### config.mk
export PLATFORM = sky130hd
export DESIGN_NAME = spi_fifo_port
export DESIGN_NICKNAME = d
export VERILOG_FILES = /design/src/rtl/spi_fifo_pkg.sv /design/src/rtl/spi_sync_fifo.sv /design/src/rtl/spi_shift_engine.sv /design/src/rtl/spi_fifo_port.sv
export SDC_FILE = /design/constraint.sdc
export NUM_CORES = 1
export LEC_CHECK = 0
export ABC_AREA = 1
export BUFFER_PORTS_ARGS = -buffer_cell sky130_fd_sc_hd__buf_2
export CAP_MARGIN = 30
export CORE_MARGIN = 2
export CORE_UTILIZATION = 55
export DETAILED_ROUTE_END_ITERATION = 7
export PLACE_DENSITY = 0.74
export SLEW_MARGIN = 20
export SYNTH_ARGS = -nofsm -noshare
export SYNTH_HDL_FRONTEND = slang
export SYNTH_SLANG_ARGS = --single-unit
export TNS_END_PERCENT = 100
### constraint.sdc
create_clock -name clk -period 6.1 [get_ports clk]
set_input_delay 0.61 -clock clk [delete_from_list [all_inputs] [get_ports clk]]
set_output_delay 0.61 -clock clk [all_outputs]
set_load 0.005 [all_outputs]
### src/rtl/spi_fifo_pkg.sv
package spi_fifo_pkg;
    typedef enum logic [1:0] {
        ENG_IDLE,
        ENG_LOW,
        ENG_HIGH,
        ENG_SLV
    } eng_state_t;

    localparam logic [1:0] SEL_CTL  = 2'd0;
    localparam logic [1:0] SEL_DATA = 2'd1;
    localparam logic [1:0] SEL_STAT = 2'd2;
endpackage

### src/rtl/spi_sync_fifo.sv
module spi_sync_fifo #(
    parameter int WIDTH = 16,
    parameter int DEPTH = 8
) (
    input  logic             clk,
    input  logic             rst,
    input  logic             push,
    input  logic [WIDTH-1:0] din,
    input  logic             pop,
    output logic [WIDTH-1:0] dout,
    output logic             empty,
    output logic             full
);
    localparam int AW = $clog2(DEPTH);

    logic [WIDTH-1:0] mem [DEPTH];
    logic [AW-1:0]    wp, rp;
    logic [AW:0]      cnt;
    logic             do_push, do_pop;

    assign empty   = (cnt == '0);
    assign full    = (cnt == (AW+1)'(DEPTH));
    assign do_push = push && !full;
    assign do_pop  = pop && !empty;
    assign dout    = mem[rp];

    always_ff @(posedge clk) begin
        if (do_push) mem[wp] <= din;
    end

    always_ff @(posedge clk) begin
        if (rst) begin
            wp  <= '0;
            rp  <= '0;
            cnt <= '0;
        end else begin
            if (do_push) wp <= wp + 1'b1;
            if (do_pop)  rp <= rp + 1'b1;
            cnt <= cnt + {{AW{1'b0}}, do_push} - {{AW{1'b0}}, do_pop};
        end
    end

    // the caller must gate writes on full
    p_no_overflow_r4: assert property (@(posedge clk) disable iff (rst) push |-> !full);
    // the caller must gate reads on empty
    p_no_underflow_r8: assert property (@(posedge clk) disable iff (rst) pop |-> !empty);
endmodule

### src/rtl/spi_shift_engine.sv
module spi_shift_engine
    import spi_fifo_pkg::*;
#(
    parameter int DW = 16,
    parameter int HW = 8,
    localparam int LW = $clog2(DW)
) (
    input  logic          clk,
    input  logic          rst,
    input  logic          enable,
    input  logic          slave,
    input  logic [LW-1:0] last_idx,
    input  logic [DW-1:0] frame_mask,
    input  logic [HW-1:0] half_m1,
    input  logic          tx_empty,
    input  logic [DW-1:0] tx_data,
    output logic          tx_pop,
    input  logic          rx_full,
    output logic          rx_push,
    output logic [DW-1:0] rx_data,
    output logic          ovr_set,
    input  logic          miso_i,
    input  logic          sclk_i,
    input  logic          ssel_n_i,
    input  logic          mosi_i,
    output logic          sclk_o,
    output logic          ssel_n_o,
    output logic          mosi_o,
    output logic          miso_o,
    output logic          active
);
    eng_state_t    state, nxt;
    logic [DW-1:0] txsh, rxsh, rx_next, ld_val;
    logic [LW-1:0] bitcnt;
    logic [HW-1:0] divcnt;
    logic          reload, tick, load, smp, shf, done, smp_bit;
    logic [2:0]    s_sclk;
    logic [1:0]    s_ssel, s_mosi;
    logic          sclk_rise, sclk_fall, selected;

    assign sclk_rise = s_sclk[1] && !s_sclk[2];
    assign sclk_fall = !s_sclk[1] && s_sclk[2];
    assign selected  = !s_ssel[1];
    assign tick      = (divcnt == half_m1);
    assign smp_bit   = slave ? s_mosi[1] : miso_i;
    assign rx_next   = {rxsh[DW-2:0], smp_bit};
    assign ld_val    = tx_empty ? '0 : tx_data;

    // next-state and strobes
    always_comb begin
        nxt    = state;
        tx_pop = 1'b0;
        load   = 1'b0;
        smp    = 1'b0;
        shf    = 1'b0;
        done   = 1'b0;
        if (!enable) begin
            nxt = ENG_IDLE;
        end else begin
            unique case (state)
                ENG_IDLE: begin
                    if (!slave && !tx_empty) begin
                        nxt = ENG_LOW; tx_pop = 1'b1; load = 1'b1;
                    end else if (slave && selected) begin
                        nxt = ENG_SLV; tx_pop = !tx_empty; load = 1'b1;
                    end
                end
                ENG_LOW: begin
                    if (tick) begin nxt = ENG_HIGH; smp = 1'b1; end
                end
                ENG_HIGH: begin
                    if (tick) begin
                        if (bitcnt == '0) begin
                            done = 1'b1;
                            if (!tx_empty) begin
                                nxt = ENG_LOW; tx_pop = 1'b1; load = 1'b1;
                            end else begin
                                nxt = ENG_IDLE;
                            end
                        end else begin
                            nxt = ENG_LOW; shf = 1'b1;
                        end
                    end
                end
                ENG_SLV: begin
                    if (!selected) begin
                        nxt = ENG_IDLE;
                    end else begin
                        if (sclk_rise) begin
                            smp  = 1'b1;
                            done = (bitcnt == '0);
                        end
                        if (sclk_fall) begin
                            if (reload) begin load = 1'b1; tx_pop = !tx_empty; end
                            else shf = 1'b1;
                        end
                    end
                end
            endcase
        end
    end

    assign rx_push = done && !rx_full;
    assign ovr_set = done && rx_full;
    assign rx_data = (slave ? rx_next : rxsh) & frame_mask;

    always_ff @(posedge clk) begin
        if (rst) state <= ENG_IDLE;
        else     state <= nxt;
    end

    always_ff @(posedge clk) begin
        if (rst) begin
            s_sclk <= '0;
            s_ssel <= '1;
            s_mosi <= '0;
            txsh   <= '0;
            rxsh   <= '0;
            bitcnt <= '0;
            divcnt <= '0;
            reload <= 1'b0;
        end else begin
            s_sclk <= {s_sclk[1:0], sclk_i};
            s_ssel <= {s_ssel[0], ssel_n_i};
            s_mosi <= {s_mosi[0], mosi_i};
            if ((state == ENG_LOW || state == ENG_HIGH) && !tick) divcnt <= divcnt + 1'b1;
            else divcnt <= '0;
            if (load)     txsh <= ld_val;
            else if (shf) txsh <= txsh << 1;
            if (load && state != ENG_SLV) rxsh <= '0;
            else if (smp)                 rxsh <= rx_next;
            if (load && state != ENG_SLV)           bitcnt <= last_idx;
            else if (done)                          bitcnt <= last_idx;
            else if (state == ENG_SLV ? smp : shf)  bitcnt <= bitcnt - 1'b1;
            if (state == ENG_IDLE || load) reload <= 1'b0;
            else if (done && state == ENG_SLV) reload <= 1'b1;
        end
    end

    // outputs
    always_comb begin
        sclk_o   = (state == ENG_HIGH);
        ssel_n_o = !(state == ENG_LOW || state == ENG_HIGH);
        mosi_o   = (state == ENG_LOW || state == ENG_HIGH) ? txsh[last_idx] : 1'b0;
        miso_o   = txsh[last_idx];
        active   = (state != ENG_IDLE);
    end
endmodule

### src/rtl/spi_fifo_port.sv
module spi_fifo_port
    import spi_fifo_pkg::*;
#(
    parameter int DW    = 16,
    parameter int DEPTH = 8
) (
    input  logic          clk,
    input  logic          rst,
    input  logic [1:0]    reg_sel,
    input  logic          reg_wr,
    input  logic          reg_rd,
    input  logic [DW-1:0] reg_wdata,
    output logic [DW-1:0] reg_rdata,
    output logic          sclk_o,
    output logic          ssel_n_o,
    output logic          mosi_o,
    output logic          master_oe,
    input  logic          miso_i,
    input  logic          sclk_i,
    input  logic          ssel_n_i,
    input  logic          mosi_i,
    output logic          miso_o,
    output logic          miso_oe
);
    localparam int LW = $clog2(DW);
    localparam int HW = DW - 8;
    localparam logic [DW-1:0] ONES = '1;

    logic          ctl_en, ctl_role, ctl_sod, ovr;
    logic [LW-1:0] ctl_len, last_idx;
    logic [HW-1:0] ctl_half;
    logic [DW-1:0] frame_mask, tx_dout, rx_dout, rx_data;
    logic          tx_push, tx_pop, tx_empty, tx_full;
    logic          rx_push, rx_pop, rx_empty, rx_full;
    logic          ovr_set, active, eng_miso;

    assign last_idx   = (ctl_len < LW'(3)) ? LW'(3) : ctl_len;
    assign frame_mask = ONES >> (DW - 1 - int'(last_idx));
    assign tx_push    = reg_wr && reg_sel == SEL_DATA && !tx_full;
    assign rx_pop     = reg_rd && reg_sel == SEL_DATA && !rx_empty;

    always_ff @(posedge clk) begin
        if (rst) begin
            ctl_en   <= 1'b0;
            ctl_role <= 1'b0;
            ctl_sod  <= 1'b0;
            ctl_len  <= '0;
            ctl_half <= '0;
            ovr      <= 1'b0;
        end else begin
            if (reg_wr && reg_sel == SEL_CTL) begin
                ctl_en   <= reg_wdata[0];
                if (!ctl_en) ctl_role <= reg_wdata[1];
                ctl_sod  <= reg_wdata[2];
                ctl_len  <= reg_wdata[7:4];
                ctl_half <= reg_wdata[DW-1:8];
            end
            if (ovr_set) ovr <= 1'b1;
        end
    end

    always_comb begin
        unique case (reg_sel)
            SEL_CTL:  reg_rdata = {ctl_half, ctl_len, 1'b0, ctl_sod, ctl_role, ctl_en};
            SEL_DATA: reg_rdata = rx_empty ? '0 : rx_dout;
            SEL_STAT: reg_rdata = {{(DW-5){1'b0}}, ovr, active || !tx_empty,
                                   !rx_empty, !tx_full, tx_empty};
            default:  reg_rdata = '0;
        endcase
    end

    spi_sync_fifo #(.WIDTH(DW), .DEPTH(DEPTH)) u_txq (
        .clk(clk), .rst(rst), .push(tx_push), .din(reg_wdata & frame_mask),
        .pop(tx_pop), .dout(tx_dout), .empty(tx_empty), .full(tx_full)
    );

    spi_sync_fifo #(.WIDTH(DW), .DEPTH(DEPTH)) u_rxq (
        .clk(clk), .rst(rst), .push(rx_push), .din(rx_data),
        .pop(rx_pop), .dout(rx_dout), .empty(rx_empty), .full(rx_full)
    );

    spi_shift_engine #(.DW(DW), .HW(HW)) u_eng (
        .clk(clk), .rst(rst), .enable(ctl_en), .slave(ctl_role),
        .last_idx(last_idx), .frame_mask(frame_mask), .half_m1(ctl_half),
        .tx_empty(tx_empty), .tx_data(tx_dout), .tx_pop(tx_pop),
        .rx_full(rx_full), .rx_push(rx_push), .rx_data(rx_data), .ovr_set(ovr_set),
        .miso_i(miso_i), .sclk_i(sclk_i), .ssel_n_i(ssel_n_i), .mosi_i(mosi_i),
        .sclk_o(sclk_o), .ssel_n_o(ssel_n_o), .mosi_o(mosi_o), .miso_o(eng_miso),
        .active(active)
    );

    assign master_oe = ctl_en && !ctl_role;
    assign miso_oe   = ctl_en && ctl_role && !ctl_sod && !ssel_n_i;
    assign miso_o    = eng_miso;

    p_role_locked_r2: assert property (@(posedge clk) disable iff (rst)
        $past(ctl_en) |-> $stable(ctl_role));
    p_ovr_sticky_r10: assert property (@(posedge clk) disable iff (rst)
        $past(ovr) |-> ovr);
    p_slave_quiet_r12: assert property (@(posedge clk) disable iff (rst)
        ctl_role |-> (ssel_n_o && !sclk_o));
endmodule

## Word-level counts from Yosys, hierarchy flattened

Memory sizes are Yosys's and may differ from the RTL's. A register that Yosys moved wholly into a read port is not among the register bits.
Index checks and enable logic that the tools add are counted.

- Shift operators: 1
- Multiplexer cells: 66
- Equality and inequality tests: 13
- Reductions and logical operators: 51
- Magnitude comparators: 2
- Add/subtract/negate cells: 11
- Bitwise logic cells: 4

Operator list:

| cell | number |
|---|---|
| $mux W16 | 5 |
| $pmux W16 S3 | 1 |
| $mux W1 | 40 |
| $and A16 B16 Y16 | 2 |
| $shr A16 B32 Y16 const A | 1 |
| $logic_and A1 B1 Y1 | 22 |
| $mux W4 | 4 |
| $add A3 B1 Y3 const B | 4 |
| $logic_not A1 Y1 | 12 |
| $logic_not A4 Y1 | 3 |
| $mux W3 | 4 |
| $mux W2 | 5 |
| $add A4 B1 Y4 | 2 |
| $add A8 B1 Y8 const B | 1 |
| $eq A4 B4 Y1 const B | 2 |
| $eq A8 B8 Y1 | 1 |
| $pmux W2 S4 | 1 |
| $reduce_or A2 Y1 | 4 |
| $sub A4 B1 Y4 | 2 |
| $eq A2 B2 Y1 const B | 3 |
| $ne A2 B1 Y1 const B | 3 |
| $pmux W1 S2 | 3 |
| $pmux W1 S3 | 2 |
| $lt A4 B5 Y1 const B | 1 |
| 14 further kinds | 20 |

- Memories: 2
- RAM bits: 256
- Register bits: 90
- Output and inout bits: 22

Memory list:

| name | depth | bits a word | read ports | clocked after memory_dff | write ports | RTL line | RTL |
|---|---|---|---|---|---|---|---|
| u_rxq.mem | 8 | 16 | 1 | 1 | 1 | spi_sync_fifo.sv:16 | `logic [WIDTH-1:0] mem [DEPTH];` |
| u_txq.mem | 8 | 16 | 1 | 1 | 1 | spi_sync_fifo.sv:16 |  |

## Logic depth before layout (Yosys ltp)

Gate-level depths: netlist of the first run.

- Depth in word-level cells: 10
- Depth in mapped cells: 17
- Mapped depth without buffers: 17

## By module

Synthesis of the first run repeated with hierarchy kept, for this count alone.

- Cell total of the unflattened synthesis: 1985
- Area, all modules: 16953.8 µm²

Modules (own cells, without submodules):

| module | cells an instance | instances | seq. area each (µm²) | area an instance (µm²) |
|---|---|---|---|---|
| spi_sync_fifo (u_rxq) | 654 | 1 | 4103.9 | 6316.1 |
| spi_sync_fifo (u_txq) | 650 | 1 | 4103.9 | 6304.8 |
| spi_shift_engine | 493 | 1 | 1081.0 | 3223.1 |
| spi_fifo_port | 188 | 1 | 320.3 | 1109.8 |

## Least setup slack after synthesis of the first run

No wires, ideal clock.

- Path kind: register to register
- Start: register u_eng.divcnt[6]
- End: memory u_rxq.mem[0][0] (enable)
- Cell stages (with the launch flop): 10
- Setup time: 0.409 ns
- Data required time: 5.691 ns
- Path buffers: 0
- Setup slack: 3.274 ns
- Arrival: 2.417 ns
- Path through: dfxtp_1 xnor2_1 nand2_1 nor2_2 nand3_2 nand2_1 nand2_1 nor2_4 nand2_1 nor3_1

- Word-level cells in the longest chain between the ends: 8

RTL lines:

| what | RTL line | RTL |
|---|---|---|
| from (decl) | spi_shift_engine.sv:35 | `logic [HW-1:0] divcnt;` |
| from (signal assigned) | spi_shift_engine.sv:126 | `if ((state == ENG_LOW \|\| state == ENG_HIGH) && !tick) divcnt <= divcnt + 1'b1;` |
| $eq A8 B8 Y1 | spi_shift_engine.sv:44 | `assign tick = (divcnt == half_m1);` |
| $mux W1 | spi_shift_engine.sv:72 | `if (tick) begin` |
| $pmux W1 S2 | spi_shift_engine.sv:60 | `unique case (state)` |
| $mux W1 | spi_shift_engine.sv:57 | `if (!enable) begin` |
| $logic_and A1 B1 Y1 | spi_shift_engine.sv:103 | `assign rx_push = done && !rx_full;` |
| $logic_and A1 B1 Y1 | spi_sync_fifo.sv:23 | `assign do_push = push && !full;` |
| $mux W1 | spi_sync_fifo.sv:28 | `if (do_push) mem[wp] <= din;` |
| $mux W1 (not written as such) | spi_sync_fifo.sv:28 |  |
| to (decl) | spi_sync_fifo.sv:16 |  |

No other way between the ends.

==> results.json, run 1 <==
{
  "cts_root_buffer": "clkbuf_16",
  "p_int_mw": 4.091,
  "p_sw_share_pct": 24.54,
  "synthSimpleGateAreaFrac_pct": 13.08,
  "drc": 0,
  "grt.total_usage_pct": 25.08,
  "cts_buffers": 36,
  "die_w_um": 168.6,
  "ff_latch_area_mm2": 0.009615,
  "fp.dieArea_mm2": 0.02841,
  "vias": 10670,
  "clk_pin_slew_ns": 0.06,
  "rsz0062_at_grt": "no",
  "grt-ovfl-total": 0,
  "hold_start": "mosi_i",
  "cts-htree-levels": 2,
  "port_buffers": 47,
  "antenna_found_initial": 0,
  "slew_headroom_pct": 36.69,
  "core.rowCount": 60,
  "layout_commonest_cell": "edfxtp_1",
  "clock.fmax_ghz": 0.2435,
  "worst_slew_pin_slew_ns": 0.9398,
  "synthArstFlopShare_pct": 0,
  "r2r_start": "u_txq.cnt[2]$_SDFF_PP0_",
  "drtIter0Drc": 1527,
  "syn_inst": 1400,
  "gp_congestion": 0.8771,
  "io_pins": 48,
  "viasPerCell": 5.895,
  "drive_above_1_share_pct": 10.89,
  "synth-seq-cells": 352,
  "drt_first_pass_iters": 6,
  "synth_compound_area_share_pct": 13.19,
  "antennaDiodeCount": 0,
  "layout.cells.non_filler": 1810,
  "nets": 1492,
  "finalSetupTns_ns": 0,
  "power_switching_mw": 1.330,
  "muxShareOfSynthArea_pct": 1.411,
  "holdBufCountCts": 0,
  "clk_latency_ns": 0.52,
  "clkSinkCount": 352,
  "core_mm2": 0.02680,
  "max_cap_violations": 0,
  "yosysWarnings": 0,
  "die_h_um": 168.6,
  "synth_edf_count": 256,
  "cts_resized": 0,
  "cts_buffer_depth": 3,
  "dpl.hpwl_um": 21690,
  "placed_cells": 1742,
  "worstPathRequired_ns": 5.49,
  "cp_max_fo": 65,
  "ant_nets": 0,
  "synth.distinct_cells": 45,
  "synth_seq_area_share_pct": 64.52,
  "cp.arrival_ns": 3.50,
  "syn-mean-instance-area_um2": 10.64,
  "slew_violations": 0,
  "post_cts_buffers": 0,
  "grt_start_max_net_pins": 66,
  "cts_tree": "built",
  "seq_power_share_pct": 48.4,
  "first_global_vias": 10019,
  "reg2reg_setup_slack_ns": 3.11,
  "path_class": "flip-flop to output port",
  "synth-xor-area-share_pct": 0.6468,
  "area_growth_pct": 12.36,
  "routedWlPerCell_um": 19.68,
  "peakVddDrop_mv": 0.1693,
  "synth_top_family_by_area": "compound AO/OA/AOI/OAI gates",
  "leakage_nw": 5.941,
  "grt_pass1_wl_um": 54990,
  "multi_input_area_mm2": 0.004587,
  "fin_crit_sh_pct": 67.34,
  "wl_um": 35630,
  "pwr-share-comb_pct": 11.1,
  "ys.flop_type": "edfxtp_1",
  "cp-end-kind": "output port",
  "synth_nets": 1451,
  "clock-skew-final_ns": 0.01767,
  "min_path_type": "input port to flip-flop",
  "hold_viol_final": 0,
  "clockPowerShare_pct": 40.5,
  "fin_crit_ns": 4.107,
  "synthAdderAreaFrac_pct": 2.201,
  "syn_area_mm2": 0.01489,
  "finalSetupViolCount": 0,
  "power_density_mw_per_mm2": 323.9,
  "most-common-layout-cells": "edfxtp_1 (256), nor2_1 (226), o21ai_0 (177), nand2_1 (169), inv_1 (105)",
  "status": "finished, final reports clean",
  "nFillCells": 2072,
  "initial_core_util_pct": 55.57,
  "start_kind": "flip-flop"
}
state kept, by name, summed over array words and instances, names as in the netlist, 2 cells and up, named ones only:
name and flops:
u_txq.wp 3, u_eng.s_mosi 2, u_eng.s_sclk 3, u_txq.rp 3, u_eng.txsh 16, u_eng.divcnt 8
ctl_len 4, u_eng.rxsh 16, u_eng.state 2, u_eng.bitcnt 4, u_txq.mem 128, u_rxq.cnt 4
u_rxq.rp 3, u_txq.cnt 4, u_rxq.wp 3, ctl_half 8, u_eng.s_ssel 2, u_rxq.mem 128
metal layers:
metal | track usage (%) | routed length, um | up-vias
met3 | 4.700 | 3050 | 71
met4 | 7.871 | 915 | 0
met1 | 35.76 | 15270 | 5128
met5 | 0 | 0 | -
met2 | 39.43 | 16400 | 468
li1 | - | - | 5003
worst paths after layout:
kind                                              endpoint  cells after the start
worst max-delay path                          reg_rdata[2]                     10
worst min-delay path            u_eng.s_mosi[0]$_SDFF_PP0_                      3
worst max register to register     u_txq.cnt[2]$_SDFF_PP0_                     14
worst min register to register  u_eng.s_sclk[1]$_SDFF_PP0_                      2
power groups by stage:
stage               combinational, mW  sequential, mW  clock [mW]
floorplan                       0.413            2.65           0
global placement                0.565            2.67           0
detailed placement              0.584            2.67           0
CTS                             0.591            2.62        2.22
global route                    0.664            2.63        2.31
finish                          0.602            2.62        2.20
final cells by class:
type	instances	share of cell area, %
multi-input cells	863	27.41
well taps	341	2.550
clock buffers	46	5.854
clock inverters	20	1.226
flip-flops and latches	352	57.46
repair buffers	76	2.991
inverters	112	2.512
stage by stage:
stage	cell area [um2]	utilization, %	total power [mW]	worst slack (ns)	hold slack [ns]
2_1_floorplan	14890	-	3.066	3.274	0.3883
3_3_place_gp	15480	57.75	3.238	2.642	0.3950
3_5_place_dp	15500	57.85	3.259	2.574	0.3954
4_1_cts	16690	62.27	5.434	1.988	0.2836
5_1_grt	16730	62.44	5.601	1.753	0.3040
6_report	16730	62.44	5.421	1.993	0.2979
critical path, stage by stage (launching register included):
cell and delay (ns):
dfxtp_2 0.31, buf_4 0.59, clkinv_1 0.75, buf_4 0.45, nor2_1 0.17, o32ai_1 0.11
nor2_1 0.12, o21ai_0 0.11, nand2_1 0.14, nand2_1 0.09, buf_2 0.13
kinds of logic after synthesis:
group,Yosys count
flops,352
mux,21
simple gates,471
buf+inv,185
compound gates,335
fa+ha+maj,25
xor+xnor,11
cells in the mapped netlist (5+ instances only):
cell type | n | area [um2]
nor3b_1 | 6 | 45.04
o21ai_1 | 5 | 25.02
o22ai_1 | 13 | 81.33
nor3_1 | 13 | 65.06
o221ai_1 | 42 | 367.9
inv_1 | 105 | 394.1
o211ai_1 | 16 | 120.1
o32ai_1 | 11 | 96.34
ha_1 | 23 | 287.8
o21ai_0 | 177 | 885.9
xnor2_1 | 5 | 43.79
edfxtp_1 | 256 | 7687
nor2_1 | 226 | 848.3
nand3_1 | 34 | 170.2
mux2i_1 | 21 | 210.2
xor2_1 | 6 | 52.55
buf_2 | 10 | 50.05
a21oi_1 | 59 | 295.3
dfxtp_1 | 96 | 1922
nand2_1 | 169 | 634.4
clkbuf_1 | 52 | 195.2
(Power assumes the default switching activity.)
==> run 2, diff against run 1 <==
- ABC_AREA: 1 -> 0
- clock period: 6.1 -> 4.2 ns (I/O delays scaled with it)
==> results.json, run 2 <==
{
  "status": "finished, final reports clean",
  "finalSetupViolCount": 0,
  "finalSetupTns_ns": 0,
  "path_common_cell": "nor2_1",
  "vias": 8672,
  "core_mm2": 0.02673,
  "min_path_type": "input port to flip-flop",
  "p_sw_share_pct": 21.94,
  "grt_start_max_net_pins": 52,
  "first_global_vias": 8622,
  "syn_inst": 1026,
  "hold_viol_final": 0,
  "slowest_delay_ns": 0.67,
  "worst_slack_ns": 1.009,
  "max_cap_violations": 0,
  "drc": 0,
  "rsz0062_at_grt": "no",
  "synthArstFlopShare_pct": 0,
  "path_class": "flip-flop to output port",
  "antenna_found_initial": 0,
  "drive_above_1_share_pct": 21.65,
  "leakage_nw": 5.671,
  "clockPowerShare_pct": 42.2,
  "cts-htree-levels": 2,
  "slew_violations": 0,
  "drt_first_pass_iters": 5,
  "synth.distinct_cells": 70,
  "most-common-layout-cells": "edfxtp_1 (256), nand2_1 (94), dfxtp_1 (94), nor2_1 (76), mux4_2 (66)",
  "synth_edf_count": 256,
  "antennaDiodeCount": 0,
  "power_density_mw_per_mm2": 449.6,
  "reg_top3": "u_rxq.mem (128), u_txq.mem (128)",
  "layout.cells.non_filler": 1459,
  "seq_power_share_pct": 50.2,
  "netlist.top_cell.by_area": "edfxtp_1",
  "cts_root_buffer": "clkbuf_16",
  "grt-ovfl-total": 0,
  "synth_seq_area_share_pct": 64.81,
  "grt_pass1_wl_um": 48890,
  "synth_most_common_cell": "edfxtp_1",
  "synth-seq-cells": 352,
  "fin_crit_ns": 3.191,
  "io_pins": 48,
  "start_kind": "flip-flop",
  "core.rowCount": 60,
  "wl_um": 31540,
  "yosysTopAreaCellShare_pct": 51.85,
  "cts_buffers": 36,
  "cts_tree": "built",
  "fin_area_mm2": 0.01676,
  "cp_max_fo": 15,
  "routedWlPerCell_um": 21.62,
  "place_ws_ns": 1.158,
  "grt.total_usage_pct": 22.61,
  "clk_pin_slew_ns": 0.06,
  "crit_buf_inv": 1,
  "syn_area_mm2": 0.01483,
  "pwr-share-comb_pct": 7.6,
  "crit_path_cell_trace": "nor2_1 -> nor2_1 -> mux2i_1 -> a21oi_1 -> mux4_2 -> and2_1 -> buf_2",
  "ant_nets": 0,
  "initial_core_util_pct": 55.48,
  "crit_slowest_cell": "dfxtp_1",
  "clk_latency_ns": 0.52,
  "power_mw": 7.534,
  "crit_family": "multiplexers",
  "worstPathRequired_ns": 3.78,
  "p_int_mw": 5.881,
  "clkSinkCount": 352,
  "placed_area_mm2": 0.01557,
  "area_growth_pct": 13.03,
  "slew_headroom_pct": 35.50,
  "cts_buffer_depth": 3,
  "placed_cells": 1392,
  "synth_nets": 1077,
  "fin_crit_sh_pct": 75.98,
  "ys.flop_type": "edfxtp_1",
  "port_buffers": 47,
  "clock.fmax_ghz": 0.3134,
  "gp_congestion": 0.8564,
  "synthTopCellsByArea": "edfxtp_1 (52%), dfxtp_1 (13%), mux4_2 (10%)",
  "cts_resized": 0,
  "die_h_um": 168.2,
  "post_cts_buffers": 0,
  "worst_slew_pin_slew_ns": 0.9675,
  "synth_common_cells": "edfxtp_1 (256), dfxtp_1 (96), nand2_1 (94)",
  "power_switching_mw": 1.653,
  "dpl.hpwl_um": 20630,
  "clock-skew-final_ns": 0.01933,
  "layout_commonest_cell": "edfxtp_1",
  "holdBufCountCts": 0,
  "yosysWarnings": 0,
  "cp-end-kind": "output port",
  "nets": 1141,
  "drtIter0Drc": 807,
  "syn-mean-instance-area_um2": 14.45,
  "cp.arrival_ns": 2.77,
  "viasPerCell": 5.944,
  "peakVddDrop_mv": 0.2357,
  "die_w_um": 168.2,
  "nFillCells": 1928,
  "fp.dieArea_mm2": 0.02829
}
[run 2: cell count changes after synthesis, sizes merged, moves of 66 or more]
cell | previous run | this run
o21ai | 182 | 39
nand2 | 174 | 95
inv | 109 | 32
nor2 | 229 | 76
mux4 | 0 | 66
[run 2: layout make-up]
class | count | area (um2) | share of cell area, %
inverters | 32 | 125.1 | 0.7466
flip-flops and latches | 352 | 9614 | 57.37
multi-input cells | 585 | 4882 | 29.13
well taps | 341 | 426.7 | 2.546
clock buffers | 47 | 973.4 | 5.809
clock inverters | 19 | 203.9 | 1.217
repair buffers | 83 | 533.0 | 3.181
[run 2: logic make-up (layout without fill, tap and decap cells)]
logic type               after synthesis  count (layout)  synth area share [%]
XOR/XNOR                              25              25                 1.527
buffers and inverters                 89             181                 2.540
multiplexers                         137             137                 14.89
flip-flops                           352             352                 64.81
adder cells (fa/ha/maj)               25              25                 2.211
AO/OA/AOI/OAI                        136             136                 5.469
AND/OR/NAND/NOR                      262             262                 8.557
[run 2: path summary, 6_finish.rpt]
check	from	endpoint	slack (ns)	cells after the start
max	ctl_len[2]$_SDFFE_PP0P_	mosi_o	1.01	7
min	ssel_n_i	u_eng.s_ssel[0]$_SDFF_PP1_	0.11	2
max reg2reg	u_eng.state[1]$_SDFFE_PP0P_	u_txq.cnt[2]$_SDFF_PP0_	1.11	12
min reg2reg	u_eng.s_ssel[0]$_SDFF_PP1_	u_eng.s_ssel[1]$_SDFF_PP1_	0.44	1
[run 2: layer usage]
layer | track usage (%) | part of all wire, % | vias to the layer above
met5 | 0 | 0 | -
met4 | 6.147 | 2.0 | 0
met3 | 3.714 | 6.1 | 52
met2 | 36.09 | 47 | 274
met1 | 32.79 | 45 | 4383
li1 | - | - | 3963
[run 2: worst reg2reg max path, delay by kind of cell, from the launching register on]
family	cells	cell delay (ns)
fa+ha+maj	4	1.20
buf+inv	2	0.12
xor+xnor	1	0.17
flops	1	0.39
simple gates	3	0.80
compound gates	2	0.29
[run 2: power groups by stage]
stage	logic, mW	clock network [mW]	registers [mW]
floorplan	0.414	0	3.83
global placement	0.562	0	3.86
detailed placement	0.569	0	3.86
CTS	0.574	3.22	3.79
global route	0.631	3.36	3.79
finish	0.572	3.18	3.79
[run 2: metrics by stage]
step | hold WS, ns | util (%)
3_5_place_dp | 0.4227 | 58.26
2_1_floorplan | 0.3895 | -
4_1_cts | 0.09615 | 62.67
6_report | 0.1090 | 62.71
5_1_grt | 0.1078 | 62.71
3_3_place_gp | 0.4056 | 58.15
==> run 3, diff against run 2 <==
- ABC_AREA: 0 -> 1
- PLACE_DENSITY: 0.74 -> 0.77
- clock period: 4.2 -> 2.85 ns (I/O delays scaled with it)
==> results.json, run 3 (synthesis gave the netlist of run 1 again) <==
{
  "crit_slowest_cell": "dfxtp_2",
  "antennaDiodeCount": 0,
  "worst_slew_pin_slew_ns": 0.9605,
  "start_kind": "flip-flop",
  "clk_latency_ns": 0.54,
  "status": "finished, final reports clean",
  "worstPathRequired_ns": 2.57,
  "peakVddDrop_mv": 0.4694,
  "grt-ovfl-total": 0,
  "first_global_vias": 9942,
  "antenna_found_initial": 0,
  "cts_buffer_depth": 3,
  "initial_core_util_pct": 55.57,
  "grt_start_max_net_pins": 65,
  "gp_congestion": 0.8566,
  "drt_first_pass_iters": 8,
  "core_mm2": 0.02680,
  "cts_tree": "built",
  "cp_max_fo": 16,
  "cts_buffers": 36,
  "drive_above_1_share_pct": 11.87,
  "nFillCells": 1989,
  "clock-skew-final_ns": 0.02666,
  "hold_ws_ns": 0.04069,
  "leakage_nw": 6.020,
  "path_class": "flip-flop to output port",
  "ant_nets": 0,
  "vias": 10682,
  "min_path_type": "input port to flip-flop",
  "cp.arrival_ns": 2.41,
  "hold_viol_final": 0,
  "fp.dieArea_mm2": 0.02841,
  "clkSinkCount": 352,
  "crit_path_cell_trace": "clkinv_1 -> nor2_1 -> o32ai_1 -> o211ai_1 -> o221ai_1 -> buf_2",
  "r2r-end": "u_txq.cnt[2]$_SDFF_PP0_",
  "cts_root_buffer": "clkbuf_16",
  "max_cap_violations": 0,
  "core.rowCount": 60,
  "cp-end-kind": "output port",
  "hold-path-endpoint": "u_txq.mem[4][3]$_DFFE_PP_",
  "finalSetupViolCount": 0,
  "drc": 0,
  "ff2ff_path_depth": 16,
  "grt_pass1_wl_um": 53830,
  "wl_um": 35080,
  "nets": 1506,
  "slowest_delay_ns": 0.55,
  "die_w_um": 168.6,
  "viasPerCell": 5.856,
  "die_h_um": 168.6,
  "grt.total_usage_pct": 24.57,
  "hold_start": "reg_wdata[3]",
  "drtIter0Drc": 1251,
  "io_pins": 48,
  "slew_violations": 0,
  "slew_headroom_pct": 35.29,
  "clock.fmax_ghz": 0.3708,
  "dpl.hpwl_um": 21920,
  "cts-htree-levels": 2,
  "port_buffers": 47,
  "most-common-layout-cells": "edfxtp_1 (256), nor2_1 (226), o21ai_0 (177), nand2_1 (169), inv_1 (104)",
  "rsz0062_at_grt": "no",
  "r2r_start": "u_txq.cnt[2]$_SDFF_PP0_",
  "finalSetupTns_ns": 0,
  "reg2reg_setup_slack_ns": 0.23,
  "layout_commonest_cell": "edfxtp_1",
  "fin_crit_sh_pct": 94.62,
  "area_growth_pct": 13.35,
  "power_density_mw_per_mm2": 691.4,
  "fin_crit_ns": 2.697,
  "reg_top3": "u_rxq.mem (128), u_txq.mem (128)",
  "min_path_cells": 1,
  "clk_pin_slew_ns": 0.06,
  "routedWlPerCell_um": 19.23
}
run 3: cell count changes in the layout (fill, tap and decap cells not counted), moves of 14 or more:
cell and delta:
nor2b_1 -17, nor2_1 +150, mux4_2 -66, o221ai_1 +42
mux2i_1 -42, o21ai_0 +139, nand2_1 +75, inv_1 +73
nand3_1 +19, o211ai_1 +14
run 3: metal layers:
layer	routed length (um)	up-vias	track usage, %
li1	-	5030	-
met1	14860	5106	35.17
met2	16390	493	38.36
met3	2980	53	4.396
met4	857	0	8.358
met5	0	-	0
run 3: cell type report:
| cell class | count | area, um2 | share of cell area [%] |
|---|---|---|---|
| clock buffers | 45 | 974.7 | 5.773 |
| repair buffers | 90 | 615.6 | 3.646 |
| multi-input cells | 863 | 4597 | 27.23 |
| clock inverters | 21 | 235.2 | 1.393 |
| flip-flops and latches | 352 | 9613 | 56.94 |
| well taps | 341 | 426.7 | 2.527 |
| inverters | 112 | 420.4 | 2.490 |
run 3: power breakdown:
| group | switching, mW | internal [mW] | total (mW) |
|---|---|---|---|
| sequential | 0.0646 | 5.54 | 5.60 |
| clock | 1.93 | 2.82 | 4.74 |
| combinational | 0.877 | 0.450 | 1.33 |
run 3: worst max path at each step:
stage,to,slack (ns),cells after the start
after floorplan,u_rxq.mem[2][0]$_DFFE_PP_,0.02,9
after global placement,u_txq.cnt[2]$_SDFF_PP0_,0.24,14
after detailed placement,u_txq.cnt[2]$_SDFF_PP0_,0.18,16
after CTS,reg_rdata[0],0.11,6
after global routing,reg_rdata[2],0.003,9
final,reg_rdata[0],0.15,6
run 3: critical path: cells and delay by family (launching register included):
family | cells | cell delay [ns]
buf+inv | 2 | 0.49
simple gates | 1 | 0.15
flops | 1 | 0.55
compound gates | 3 | 0.70
run 3: what timing repair did:
| item | 4_1_cts | 5_1_grt |
|---|---|---|
| hold buffers | 3 | 0 |
| hold endpoints to repair | 3 | 0 |
| resized for setup | 0 | 3 |
| endpoints found under the setup margin | 0 | 2 |
| buffers inserted | 0 | 0 |
run 3: through the flow:
step	worst slack [ns]	util (%)	total power, mW	area (um2)	std cells
floorplan	0.02412	-	6.563	14890	1400
CTS	0.1099	62.96	11.70	16870	1824
detailed placement	0.1850	58.33	7.004	15630	1755
global placement	0.2440	58.33	6.971	15630	1755
global route	0.002772	62.99	12.06	16880	1824
finish	0.1534	62.99	11.67	16880	1824
